<file path="config.mk">
export PLATFORM = sky130hd
export DESIGN_NAME = pg_pattern_src
export DESIGN_NICKNAME = d
export VERILOG_FILES = /design/src/rtl/pg_pkg.sv /design/src/rtl/pg_raster_events.sv /design/src/rtl/pg_tile_gen.sv /design/src/rtl/pg_ramp_gen.sv /design/src/rtl/pg_pattern_src.sv
export SDC_FILE = /design/constraint.sdc
export NUM_CORES = 1
export LEC_CHECK = 0
export ABC_CLOCK_PERIOD_IN_PS = 4800
export BUFFER_PORTS_ARGS = -buffer_cell sky130_fd_sc_hd__buf_2
export CAP_MARGIN = 20
export CELL_PAD_IN_SITES_DETAIL_PLACEMENT = 0
export CELL_PAD_IN_SITES_GLOBAL_PLACEMENT = 1
export CORE_ASPECT_RATIO = 1.1
export CORE_MARGIN = 10
export CORE_UTILIZATION = 25
export CTS_CLUSTER_SIZE = 24
export DETAILED_ROUTE_END_ITERATION = 7
export GPL_ROUTABILITY_DRIVEN = 1
export PLACE_DENSITY_LB_ADDON = 0.08
export SLEW_MARGIN = 5
export SYNTH_ARGS = -nofsm -noshare
export SYNTH_HDL_FRONTEND = slang
export SYNTH_HIERARCHICAL = 1
export SYNTH_SLANG_ARGS = --single-unit
</file>
<file path="constraint.sdc">
create_clock -name clk -period 4.8 [get_ports clk]
set_input_delay 0.72 -clock clk [delete_from_list [all_inputs] [get_ports clk]]
set_output_delay 0.72 -clock clk [all_outputs]
set_load 0.02 [all_outputs]
</file>
<file path="src/rtl/pg_pkg.sv">
package pg_pkg;
  localparam int CH_W  = 8;
  localparam int PIX_W = 3 * CH_W;

  typedef enum logic [1:0] {
    SRC_PASS = 2'd0,
    SRC_CHK  = 2'd1,
    SRC_RAMP = 2'd2
  } src_e;

  typedef struct packed {
    logic line_start;
    logic line_end;
    logic frame_start;
  } raster_ev_t;
endpackage

</file>
<file path="src/rtl/pg_raster_events.sv">
module pg_raster_events
  import pg_pkg::*;
(
  input  logic       clk,
  input  logic       rst_n,
  input  logic       de_in,
  input  logic       hs_in,
  input  logic       vs_in,
  output raster_ev_t ev,
  output logic       de_q,
  output logic       hs_q,
  output logic       vs_q
);
  always_ff @(posedge clk) begin
    if (!rst_n) begin
      de_q <= 1'b0;
      hs_q <= 1'b0;
      vs_q <= 1'b0;
    end else begin
      de_q <= de_in;
      hs_q <= hs_in;
      vs_q <= vs_in;
    end
  end

  always_comb begin
    ev.line_start  = de_in & ~de_q;
    ev.line_end    = ~de_in & de_q;
    ev.frame_start = vs_in & ~vs_q;
  end
endmodule

</file>
<file path="src/rtl/pg_tile_gen.sv">
module pg_tile_gen
  import pg_pkg::*;
#(
  parameter int SIZE_W = 8
) (
  input  logic              clk,
  input  logic              rst_n,
  input  logic              de_in,
  input  raster_ev_t        ev,
  input  logic [SIZE_W-1:0] width_a,
  input  logic [SIZE_W-1:0] width_b,
  input  logic [SIZE_W-1:0] band_h,
  output logic              use_b
);
  localparam int EXT_W = SIZE_W + 1;

  logic [SIZE_W-1:0] run_cnt;
  logic              col_q;
  logic [SIZE_W-1:0] line_cnt;
  logic              band_q;

  logic [SIZE_W-1:0] eff_a, eff_b, eff_h, cur_w;
  logic              run_done;
  logic [EXT_W-1:0]  line_next;

  function automatic logic [SIZE_W-1:0] clamp1(input logic [SIZE_W-1:0] v);
    return (v == '0) ? SIZE_W'(1) : v;
  endfunction

  always_comb begin
    eff_a     = clamp1(width_a);
    eff_b     = clamp1(width_b);
    eff_h     = clamp1(band_h);
    cur_w     = col_q ? eff_b : eff_a;
    run_done  = (run_cnt >= cur_w);
    line_next = EXT_W'(line_cnt) + EXT_W'(1);
    if (ev.line_start)  use_b = band_q;
    else if (run_done)  use_b = ~col_q;
    else                use_b = col_q;
  end

  always_ff @(posedge clk) begin
    if (!rst_n) begin
      run_cnt <= '0;
      col_q   <= 1'b0;
    end else if (de_in) begin
      col_q <= use_b;
      if (ev.line_start || run_done) run_cnt <= SIZE_W'(1);
      else                           run_cnt <= run_cnt + SIZE_W'(1);
    end
  end

  always_ff @(posedge clk) begin
    if (!rst_n) begin
      line_cnt <= '0;
      band_q   <= 1'b0;
    end else if (ev.frame_start) begin
      line_cnt <= '0;
      band_q   <= 1'b0;
    end else if (ev.line_end) begin
      if (line_next >= EXT_W'(eff_h)) begin
        line_cnt <= '0;
        band_q   <= ~band_q;
      end else begin
        line_cnt <= line_next[SIZE_W-1:0];
      end
    end
  end
endmodule

</file>
<file path="src/rtl/pg_ramp_gen.sv">
module pg_ramp_gen
  import pg_pkg::*;
#(
  parameter int STEP_W = 8
) (
  input  logic              clk,
  input  logic              rst_n,
  input  logic              de_in,
  input  raster_ev_t        ev,
  input  logic [STEP_W-1:0] step,
  output logic [STEP_W-1:0] level
);
  logic [STEP_W-1:0] acc_q;

  always_comb begin
    if (ev.line_start) level = '0;
    else               level = acc_q + step;
  end

  always_ff @(posedge clk) begin
    if (!rst_n)     acc_q <= '0;
    else if (de_in) acc_q <= level;
  end
endmodule

</file>
<file path="src/rtl/pg_pattern_src.sv">
module pg_pattern_src
  import pg_pkg::*;
#(
  parameter int CHAN_W = CH_W
) (
  input  logic                clk,
  input  logic                rst_n,
  input  logic                chk_en,
  input  logic                grad_en,
  input  logic [3*CHAN_W-1:0] color_a,
  input  logic [3*CHAN_W-1:0] color_b,
  input  logic [3*CHAN_W-1:0] tile_size,
  input  logic [CHAN_W-1:0]   grad_step,
  input  logic                de_in,
  input  logic                hs_in,
  input  logic                vs_in,
  input  logic [3*CHAN_W-1:0] vid_in,
  output logic [3*CHAN_W-1:0] pix_out,
  output logic                de_out,
  output logic                hs_out,
  output logic                vs_out
);
  localparam int NCH = 3;
  localparam int PW  = NCH * CHAN_W;

  raster_ev_t        ev;
  logic              use_b;
  logic [CHAN_W-1:0] ramp;
  logic [PW-1:0]     ramp_px;
  logic [PW-1:0]     pix_d;
  src_e              src;

  pg_raster_events u_ev (
    .clk   (clk),
    .rst_n (rst_n),
    .de_in (de_in),
    .hs_in (hs_in),
    .vs_in (vs_in),
    .ev    (ev),
    .de_q  (de_out),
    .hs_q  (hs_out),
    .vs_q  (vs_out)
  );

  pg_tile_gen #(.SIZE_W(CHAN_W)) u_tile (
    .clk     (clk),
    .rst_n   (rst_n),
    .de_in   (de_in),
    .ev      (ev),
    .width_a (tile_size[CHAN_W-1:0]),
    .width_b (tile_size[2*CHAN_W-1:CHAN_W]),
    .band_h  (tile_size[3*CHAN_W-1:2*CHAN_W]),
    .use_b   (use_b)
  );

  pg_ramp_gen #(.STEP_W(CHAN_W)) u_ramp (
    .clk   (clk),
    .rst_n (rst_n),
    .de_in (de_in),
    .ev    (ev),
    .step  (grad_step),
    .level (ramp)
  );

  for (genvar g = 0; g < NCH; g++) begin : g_grey
    assign ramp_px[g*CHAN_W +: CHAN_W] = ramp;
  end

  always_comb begin
    if (chk_en)       src = SRC_CHK;
    else if (grad_en) src = SRC_RAMP;
    else              src = SRC_PASS;
  end

  always_comb begin
    pix_d = '0;
    if (de_in) begin
      unique case (src)
        SRC_CHK:  pix_d = use_b ? color_b : color_a;
        SRC_RAMP: pix_d = ramp_px;
        default:  pix_d = vid_in;
      endcase
    end
  end

  always_ff @(posedge clk) begin
    if (!rst_n) pix_out <= '0;
    else        pix_out <= pix_d;
  end
endmodule

</file>
==> flow_metrics.env, run 1 <==
export IMPL_dp_cells=675
export IMPL_ys_seq_area_share_pct=30.1
export IMPL_ys_seq_elements=53
export IMPL_cts_root_buffer="clkbuf_16"
export IMPL_fin_crit_ns=3.27
export IMPL_hold_class="flop to flop"
export IMPL_cts_tree="built"
export IMPL_synth_flop_cell="dfxtp_1"
export IMPL_antenna_found_initial=5
export IMPL_design_die_area_um2=19200
export IMPL_dp_hpwl_um=9080
export IMPL_tightest_slew_ns=0.749
export IMPL_die_h_um=144
export IMPL_run_status="finished clean"
export IMPL_synth_area_leaders="dfxtp_1, mux2i_1, ha_1"
export IMPL_initial_core_util_pct=25.5
export IMPL_synth_edf_count=0
export IMPL_seqCellArea_um2=1060
export IMPL_post_cts_resized=0
export IMPL_synth_cell_types=68
export IMPL_fin_crit_sh_pct=68.1
export IMPL_dr_total_vias=3222
export IMPL_multi_input_area_um2=2280
export IMPL_core_um2=13800
export IMPL_vias_per_cell=4.69
export IMPL_ir_drop_mv=0.125
export IMPL_finalHoldViolCount=0
export IMPL_dp_slack_ns=1.34
export IMPL_ys_warn_count=6
export IMPL_synth_fa_ha_area_share_pct=9.46
export IMPL_htree_levels=2
export IMPL_crit_type="flop to flop"
export IMPL_cts_buffers=5
export IMPL_synth_mux_area_share_pct=16.8
export IMPL_clk_latency_ns=0.31
export IMPL_grt_pass1_wl_um=18500
export IMPL_yosys_area_share_simple_pct=15.7
export IMPL_syn_to_final_growth_pct=27.1
export IMPL_ys_async_sr_fraction_pct=0
export IMPL_setup_viol=0
export IMPL_io_buffers=137
export IMPL_synth_top_cell_area_share_pct=30.1
export IMPL_slew_viol_final=0
export IMPL_synth_avg_cell_area_um2=9.59
export IMPL_hold_buffers=0
export IMPL_synth_top_area_cell="dfxtp_1"
export IMPL_max_cap_viol_count=0
export IMPL_routed_wirelength_um=11700
export IMPL_cp_required_ns=4.95
export IMPL_drt_pass1_iterations=4
export IMPL_final_util_pct=32.4
export IMPL_synth_xor_area_share_pct=3.48
export IMPL_p_leak_nw=2.02
export IMPL_final_nets=631
export IMPL_crit_fanout=24
export IMPL_cp_data_arrival_time_ns=3.43
export IMPL_cp_end_kind="flop"
export IMPL_io_pins=138
export IMPL_wl_per_cell_um=17.0
export IMPL_fin_total_pwr_mw=1.10
export IMPL_clock_sinks=53
export IMPL_drive_above_1_share_pct=34.3
export IMPL_tns_ns=0
export IMPL_placed_area_um2=4320
export IMPL_grt_overflow=0
export IMPL_slew_headroom_pct=50.1
export IMPL_core_rowCount=45
export IMPL_postCtsSetupRepairBufs=0
export IMPL_die_w_um=133
export IMPL_initialDrtViolationCount=96
export IMPL_power_density_nw_per_um2=245
export IMPL_grt_pass1_vias=3409
export IMPL_syn_nets=504
export IMPL_max_freq_ghz=0.306
export IMPL_final_instance_count_excl_fill=687
export IMPL_grt_max_degree=29
export IMPL_antenna_left=0
export IMPL_n_fill_cell=1484
export IMPL_cp_start_kind="flop"
export IMPL_syn_instance_count=367
export IMPL_finalWorstSetupSlack_ns=1.53
export IMPL_cts_path_max_buffers=2
export IMPL_routabilityCongestion=0.738
export IMPL_holdWs_ns=0.495
export IMPL_synth_top_family_by_area="compound AO/OA/AOI/OAI gates"
export IMPL_finalInstanceArea_um2=4470
export IMPL_track_usage_pct=12.1
export IMPL_drc_errors=0
export IMPL_finClkSkew_ns=0.0118
export IMPL_rsz0062_at_grt="no"
export IMPL_mappedNetlistArea_um2=3520
export IMPL_path_clk_slew_ns=0.07
export IMPL_synth_compound_area_share_pct=18.9
-- worst paths after layout --
| kind | startpoint | to | slack (ns) | cells after the start |
|---|---|---|---|---|
| hold reg to reg | u_tile/band_q | u_tile/band_q | 0.50 | 2 |
| hold / removal | u_tile/band_q | u_tile/band_q | 0.50 | 2 |
| setup reg to reg | u_tile/col_q | pix_out[16] | 1.53 | 12 |
| setup / recovery | u_tile/col_q | pix_out[16] | 1.53 | 12 |
-- registers in the layout, summed over array words and instances (netlist names) --
name,cells
u_tile/col_q,1
u_ev/hs_q,1
u_tile/run_cnt,8
u_tile/band_q,1
u_ramp/acc_q,8
u_tile/line_cnt,8
pix_out,24
u_ev/vs_q,1
u_ev/de_q,1
-- placed cells by master (no fill, tap or decap), types with 4 or more instances in the layout --
cell type / synthesis / final
xor2_1: 6 / 6
nor3_1: 7 / 7
nor2b_1: 12 / 11
a21o_1: 4 / 4
nor2_1: 13 / 13
inv_1: 10 / 10
dfxtp_1: 53 / 53
xnor2_1: 8 / 8
diode_2: 0 / 4
mux2i_1: 59 / 59
o22ai_1: 24 / 24
nand2_1: 13 / 13
buf_2: 4 / 137
ha_1: 25 / 25
a211oi_1: 6 / 6
nand3_1: 15 / 15
and2_1: 4 / 4
clkbuf_16: 0 / 5
a21oi_1: 13 / 13
-- layout make-up --
cell class / instances / share of cell area [%]
Tap cell: 188 / 5.26
Inverter: 12 / 1.01
Clock buffer: 5 / 2.80
Antenna cell: 4 / 0.224
Timing Repair Buffer: 139 / 15.7
Sequential cell: 53 / 23.7
Multi-Input combinational cell: 283 / 50.9
Clock inverter: 3 / 0.475
-- power by group --
group / leakage [nW] / internal, mW / total, mW / switching, mW
clock: 0.0702 / 0.195 / 0.386 / 0.190
sequential: 0.433 / 0.459 / 0.469 / 0.0101
combinational: 1.51 / 0.108 / 0.243 / 0.135
-- layer usage --
metal  share of wire (%)  up-vias  track usage [%]
li1                    -     1647                -
met1                  44     1463             14.0
met2                  45       99             19.2
met3                 9.6       11             6.38
met4                 1.0        2             2.92
met5                0.11        -                0
-- synth_stat cells, types with 6 or more instances --
cell type and n:
a211oi_1 6, a21oi_1 13, clkbuf_1 6, dfxtp_1 53
ha_1 25, inv_1 10, mux2i_1 59, nand2_1 13
nand3_1 15, nor2_1 13, nor2b_1 12, nor3_1 7
o22ai_1 24, xnor2_1 8, xor2_1 6
-- worst max-delay path: stages, from the launching register on --
cell and delay [ns]:
dfxtp_1 0.67, inv_2 0.12, a211oi_1 0.24, a21oi_1 0.07, ha_1 0.27, nand2b_1 0.12, a31oi_2 0.12, o31ai_4 0.42
xnor2_1 0.18, o21ai_4 0.15, buf_4 0.40, mux2i_1 0.26, o22ai_1 0.09
-- cells by family (layout without fill, tap and decap cells) --
group	after synthesis	in the layout
and+or+nand+nor	95	95
adders and majority gates	26	26
DFF	53	53
muxes	59	59
other	0	4
xor gates and xnor gates	14	14
AOI/OAI and AO/OA	89	89
buffers and inverters	31	159
No activity file was read; power rests on OpenSTA's default activity.
==> run 2, diff against run 1 <==
Settings changed: ABC_AREA set to 1, ABC_CLOCK_PERIOD_IN_PS 4800 to 3200.
Clock period 4.8 ns to 3.2 ns, I/O delays scaled along.
==> run 2 against run 1 <==
- total power grew 55%
- die area grew 8.2%
- final cell count grew 37%
- sequential share of layout area shrank 2.0 points
- critical endpoint is now pix_out[18]
- critical path type unchanged
==> flow_metrics.env, run 2 <==
export IMPL_drt_pass1_iterations=4
export IMPL_grt_pass1_wl_um=21000
export IMPL_power_density_nw_per_um2=348
export IMPL_path_cells="inv_1 > nor3_1 > nor2_1 > ha_1 > inv_1 > nand2_1 > nand2_1 > nand2_1 > nand2_1 > nand2_1 > nand3_1 > nand2_1 > nand3_1 > nand2_1 > buf_12 > nor2_1 > nor2_1 > nor2_1 > nor2_1"
export IMPL_htree_levels=2
export IMPL_cts_root_buffer="clkbuf_16"
export IMPL_slew_headroom_pct=62.8
export IMPL_post_cts_resized=0
export IMPL_final_common_cell="nand2_1"
export IMPL_drive_above_1_share_pct=24.0
export IMPL_finalInstanceArea_um2=4880
export IMPL_ys_async_sr_fraction_pct=0
export IMPL_ys_seq_elements=53
export IMPL_track_usage_pct=12.4
export IMPL_run_status="finished clean"
export IMPL_n_fill_cell=1706
export IMPL_io_buffers=137
export IMPL_cp_start_kind="flop"
export IMPL_yosysMostFrequentCell="nand2_1"
export IMPL_r2r_start="u_tile/col_q"
export IMPL_synth_edf_count=0
export IMPL_hold_path_end="u_ev/hs_q"
export IMPL_path_clk_slew_ns=0.08
export IMPL_min_delay_start="hs_in"
export IMPL_finClkSkew_ns=0.0126
export IMPL_final_util_pct=32.3
export IMPL_initial_core_util_pct=25.5
export IMPL_cp_end_kind="flop"
export IMPL_vias_per_cell=4.28
export IMPL_crit_type="flop to flop"
export IMPL_mappedNetlistArea_um2=3860
export IMPL_synth_flop_cell="dfxtp_1"
export IMPL_max_cap_viol_count=0
export IMPL_setup_viol=0
export IMPL_antenna_found_initial=4
export IMPL_timing_rr_end="pix_out[18]"
export IMPL_io_pins=138
export IMPL_grt_max_degree=49
export IMPL_cp_data_arrival_time_ns=2.78
export IMPL_max_stage_delay_ns=0.60
export IMPL_cp_required_ns=3.39
export IMPL_synth_cell_types=39
export IMPL_mostFrequentLayoutCells="nand2_1, buf_2, nor2_1"
export IMPL_syn_instance_count=616
export IMPL_fin_crit_sh_pct=81.0
export IMPL_reg2reg_depth=19
export IMPL_design_die_area_um2=20800
export IMPL_crit_slowest_cell="dfxtp_1"
export IMPL_synth_top_area_cell="dfxtp_1"
export IMPL_dp_cells=934
export IMPL_slew_viol_final=0
export IMPL_synth_area_leaders="dfxtp_1, nand2_1, nor2_1"
export IMPL_synth_top_cell_area_share_pct=27.5
export IMPL_tns_ns=0
export IMPL_die_h_um=150
export IMPL_grt_pass1_vias=4094
export IMPL_postCtsSetupRepairBufs=0
export IMPL_drc_errors=0
export IMPL_ir_drop_mv=0.194
export IMPL_placed_area_um2=4720
export IMPL_hold_class="input pin to flop"
export IMPL_final_instance_count_excl_fill=944
export IMPL_syn_to_final_growth_pct=26.4
export IMPL_grt_overflow=0
export IMPL_routabilityCongestion=0.822
export IMPL_cp_common_cell="nand2_1"
export IMPL_fin_crit_ns=2.59
export IMPL_ys_seq_area_share_pct=27.5
export IMPL_core_um2=15100
export IMPL_dp_hpwl_um=10500
export IMPL_clock_sinks=53
export IMPL_crit_fanout=48
export IMPL_ys_warn_count=6
export IMPL_max_freq_ghz=0.386
export IMPL_finalHoldViolCount=0
export IMPL_synth_avg_cell_area_um2=6.26
export IMPL_cts_path_max_buffers=2
export IMPL_initialDrtViolationCount=173
export IMPL_largest_register="pix_out"
export IMPL_die_w_um=138
export IMPL_largest_register_ffs=24
export IMPL_tightest_slew_ns=0.557
export IMPL_cts_tree="built"
export IMPL_clk_latency_ns=0.31
export IMPL_wl_per_cell_um=13.9
export IMPL_rrSetupSlack_ns=0.61
export IMPL_hold_buffers=0
export IMPL_p_leak_nw=2.75
export IMPL_final_nets=882
export IMPL_rsz0062_at_grt="no"
export IMPL_syn_nets=753
export IMPL_cts_buffers=5
export IMPL_core_rowCount=47
export IMPL_hold_depth=3
export IMPL_antenna_left=0
export IMPL_routed_wirelength_um=13200
export IMPL_dr_total_vias=4045
export IMPL_synth_common_cells="nand2_1, nor2_1, inv_1, dfxtp_1, a21oi_1"
-- run 2: cell types whose count changed in the layout (fill, tap and decap cells not counted), sizes merged, moves of 11 or more --
cell,before,now
nand3,17,34
nand4,3,14
nand2,13,176
mux2i,59,3
a21oi,16,31
nor2b,12,0
o21ai,6,18
nor2,13,122
inv,13,95
o22ai,24,0
-- run 2: through the flow --
step | total power [mW] | worst slack (ns) | hold slack [ns]
after floorplan | 0.974 | 0.782 | 0.462
after global placement | 1.14 | 0.531 | 0.483
after global routing | 1.82 | 0.267 | 0.335
final | 1.70 | 0.608 | 0.349
after CTS | 1.74 | 0.577 | 0.331
after detailed placement | 1.14 | 0.517 | 0.489
-- run 2: logic make-up after synthesis --
kind of cell               after synthesis  share of synthesized area [%]
and+or+nand+nor                        359                           41.9
buffers and inverters                  113                           11.9
AOI/OAI and AO/OA                       55                           7.78
DFF                                     53                           27.5
adders and majority gates               26                           8.63
xor gates and xnor gates                 7                           1.59
muxes                                    3                          0.778
-- run 2: worst max path at each step --
stage,endpoint,start,slack (ns)
floorplan,pix_out[2],u_tile/col_q,0.78
global placement,pix_out[7],tile_size[1],0.53
detailed placement,pix_out[15],tile_size[14],0.52
CTS,pix_out[18],u_tile/col_q,0.58
global route,pix_out[19],u_tile/col_q,0.27
finish,pix_out[18],u_tile/col_q,0.61
-- run 2: metal layers --
metal	global-route usage (%)	wire, µm	vias up
li1	-	-	2180
met4	3.22	121	4
met1	14.9	5950	1735
met2	20.1	5840	114
met5	0	32	-
met3	5.32	1220	12
-- run 2: area by class of cell --
| class | count | area [µm²] | share of cell area, % |
|---|---|---|---|
| antenna | 2 | 5.00 | 0.103 |
| clock buffer | 5 | 125 | 2.56 |
| clock inverter | 3 | 25.0 | 0.513 |
| inverter | 95 | 357 | 7.31 |
| multi-input combinational | 450 | 2340 | 48.0 |
| sequential | 53 | 1060 | 21.7 |
| tap | 196 | 245 | 5.03 |
| timing repair buffer | 140 | 721 | 14.8 |
-- run 2: report_power, final --
part / switching [mW] / leakage [nW] / total [mW] / internal, mW
clock network: 0.286 / 0.0704 / 0.582 / 0.296
registers: 0.0176 / 0.433 / 0.706 / 0.688
logic: 0.247 / 2.25 / 0.408 / 0.161
-- run 2: critical path, delay by kind of cell (launching register included) --
| family | cells | cell delay, ns |
|---|---|---|
| adder cells (fa/ha/maj) | 1 | 0.18 |
| buffers and inverters | 3 | 0.41 |
| flip-flops | 1 | 0.60 |
| AND/OR/NAND/NOR | 15 | 1.28 |
==> run 3, diff against run 2 <==
Settings changed: ABC_AREA 1 to 0, ABC_CLOCK_PERIOD_IN_PS 3200 to 2600.
Clock period 3.2 ns to 2.6 ns, I/O delays scaled along.
==> run 3 against run 2 <==
- worst setup slack got worse by 0.62 ns
- sequential cell count unchanged
- utilization is 3.2 points higher
- clock power up 15%
- via count is 18% lower
- the flow now finishes with violations (negative setup slack)
- total power up 19%
- critical path depth fell by 7
- register-to-register slack lost 0.62 ns
- fmax down 0.87%
- final area grew 0.33%
- largest power group unchanged
==> flow_metrics.env, run 3 (synthesis results as in run 1) <==
export IMPL_cts_tree="built"
export IMPL_cp_data_arrival_time_ns=2.75
export IMPL_cts_buffers=5
export IMPL_n_fill_cell=1455
export IMPL_routed_wirelength_um=12300
export IMPL_fin_crit_sh_pct=101
export IMPL_dp_cells=711
export IMPL_routabilityCongestion=0.768
export IMPL_core_um2=13800
export IMPL_setup_viol=1
export IMPL_power_density_nw_per_um2=413
export IMPL_largest_register="pix_out"
export IMPL_switchingPower_uw=596
export IMPL_tightest_slew_ns=0.737
export IMPL_internal_power_mw=1.43
export IMPL_rsz0062_at_grt="yes"
export IMPL_cts_root_buffer="clkbuf_16"
export IMPL_cts_path_max_buffers=2
export IMPL_vias_per_cell=4.61
export IMPL_initial_core_util_pct=25.5
export IMPL_syn_to_final_growth_pct=39.1
export IMPL_wl_per_cell_um=17.1
export IMPL_cp_end_kind="flop"
export IMPL_clock_sinks=53
export IMPL_use_met1_pct=13.8
export IMPL_final_instance_count_excl_fill=722
export IMPL_core_rowCount=45
export IMPL_final_nets=670
export IMPL_max_freq_ghz=0.383
export IMPL_holdWs_ns=0.300
export IMPL_diodes=0
export IMPL_crit_type="flop to flop"
export IMPL_die_h_um=144
export IMPL_pwr_share_clk_pct=33.1
export IMPL_finalHoldViolCount=0
export IMPL_min_delay_start="hs_in"
export IMPL_tns_ns=-0.0143
export IMPL_track_usage_pct=12.2
export IMPL_path_clk_slew_ns=0.07
export IMPL_antenna_left=0
export IMPL_hold_path_end="u_ev/hs_q"
export IMPL_drive_above_1_share_pct=41.6
export IMPL_r2r_start="u_tile/col_q"
export IMPL_cp_start_kind="flop"
export IMPL_antenna_found_initial=1
export IMPL_final_common_cell="buf_2"
export IMPL_multi_input_area_um2=2370
export IMPL_fin_crit_ns=2.61
export IMPL_grt_busiest_layer="met2"
export IMPL_use_met3_pct=5.03
export IMPL_swShare_pct=29.4
export IMPL_finClkSkew_ns=0.00523
export IMPL_design_die_area_um2=19200
export IMPL_grt_pass1_vias=3591
export IMPL_hold_class="input pin to flop"
export IMPL_dp_hpwl_um=9820
export IMPL_die_w_um=133
export IMPL_io_pins=138
export IMPL_timing_rr_end="pix_out[21]"
export IMPL_slew_headroom_pct=50.8
export IMPL_fin_total_pwr_mw=2.02
export IMPL_grt_max_degree=25
export IMPL_hold_buffers=0
export IMPL_p_leak_nw=2.26
export IMPL_seqPwrFrac_pct=42.7
export IMPL_io_buffers=137
export IMPL_dr_total_vias=3331
export IMPL_run_status="finished, violations left"
export IMPL_reg2reg_depth=12
export IMPL_comb_power_share_pct=24.2
export IMPL_clk_latency_ns=0.30
export IMPL_drt_pass1_iterations=4
export IMPL_drc_errors=0
export IMPL_rrSetupSlack_ns=-0.01
export IMPL_grt_use_met2_pct=21.1
export IMPL_seqCellArea_um2=1060
export IMPL_mostFrequentLayoutCells="buf_2, mux2i_1, dfxtp_1"
export IMPL_slew_viol_final=0
export IMPL_finalWorstSetupSlack_ns=-0.0143
export IMPL_hold_depth=2
export IMPL_cp_required_ns=2.74
export IMPL_grt_overflow=0
export IMPL_initialDrtViolationCount=103
export IMPL_largest_register_ffs=24
export IMPL_crit_fanout=8
export IMPL_grt_pass1_wl_um=18800
export IMPL_failed_checks="negative setup slack"
export IMPL_ir_drop_mv=0.250
export IMPL_max_cap_viol_count=0
export IMPL_htree_levels=2
run 3: cell count changes in the layout (fill, tap and decap cells not counted), sizes merged, moves of 11 or more:
cell	before	now
a21oi	31	16
buf	140	178
inv	95	12
mux2i	3	59
nand2	176	13
nand3	34	17
nand4	14	3
nor2	122	13
nor2b	0	12
o21ai	18	6
o22ai	0	24
run 3: worst max-delay path: stages, from the launching register on:
cell	delay (ns)
dfxtp_2	0.34
buf_12	0.12
buf_8	0.10
mux2i_2	0.21
ha_1	0.27
o21a_1	0.19
a21oi_2	0.18
o31ai_4	0.11
xnor2_2	0.16
o21ai_4	0.24
buf_12	0.18
mux2i_1	0.21
o22ai_1	0.12
run 3: how the worst max path moves through the flow:
| stage | end | startpoint | slack, ns | cells after the start |
|---|---|---|---|---|
| 2_1_floorplan | pix_out[16] | u_tile/col_q | 0.02 | 14 |
| 3_3_place_gp | pix_out[21] | tile_size[4] | -0.22 | 13 |
| 3_5_place_dp | pix_out[21] | tile_size[4] | -0.22 | 13 |
| 4_1_cts | pix_out[22] | u_tile/col_q | -0.08 | 12 |
| 5_1_grt | pix_out[21] | u_tile/col_q | -0.12 | 12 |
| 6_report | pix_out[21] | u_tile/col_q | -0.01 | 12 |
run 3: metal layers:
metal | routed length [µm] | vias up | share of wire (%)
met5 | 7 | - | 0.057
met4 | 106 | 2 | 0.86
met3 | 1020 | 9 | 8.2
met2 | 6040 | 100 | 49
met1 | 5160 | 1507 | 42
li1 | - | 1713 | -
run 3: power groups by stage:
stage	Sequential, mW	Clock [mW]	Combinational, mW
6_report	0.865	0.670	0.489
5_1_grt	0.869	0.719	0.543
4_1_cts	0.866	0.701	0.497
3_5_place_dp	0.884	0	0.487
3_3_place_gp	0.885	0	0.485
2_1_floorplan	0.911	0	0.248
run 3: per-stage QoR:
stage | worst slack, ns | instance area, µm² | util (%)
2_1_floorplan | 0.0241 | 3520 | -
3_3_place_gp | -0.222 | 4610 | 33.4
3_5_place_dp | -0.222 | 4610 | 33.4
4_1_cts | -0.0793 | 4850 | 35.1
5_1_grt | -0.124 | 4890 | 35.5
6_report | -0.0143 | 4890 | 35.5
run 3: cell type report:
cell class,count,area share [%]
inverter,12,0.920
multi-input combinational,283,48.4
sequential,53,21.7
tap,188,4.81
clock inverter,2,0.204
clock buffer,6,2.63
timing repair buffer,178,21.3
run 3: repair_timing:
item,in CTS,in global routing
pin swaps,8,7
setup endpoints to repair,24,33
cloned,1,0
hold endpoints to repair,0,0
setup buffers,3,0
resized for setup,8,12
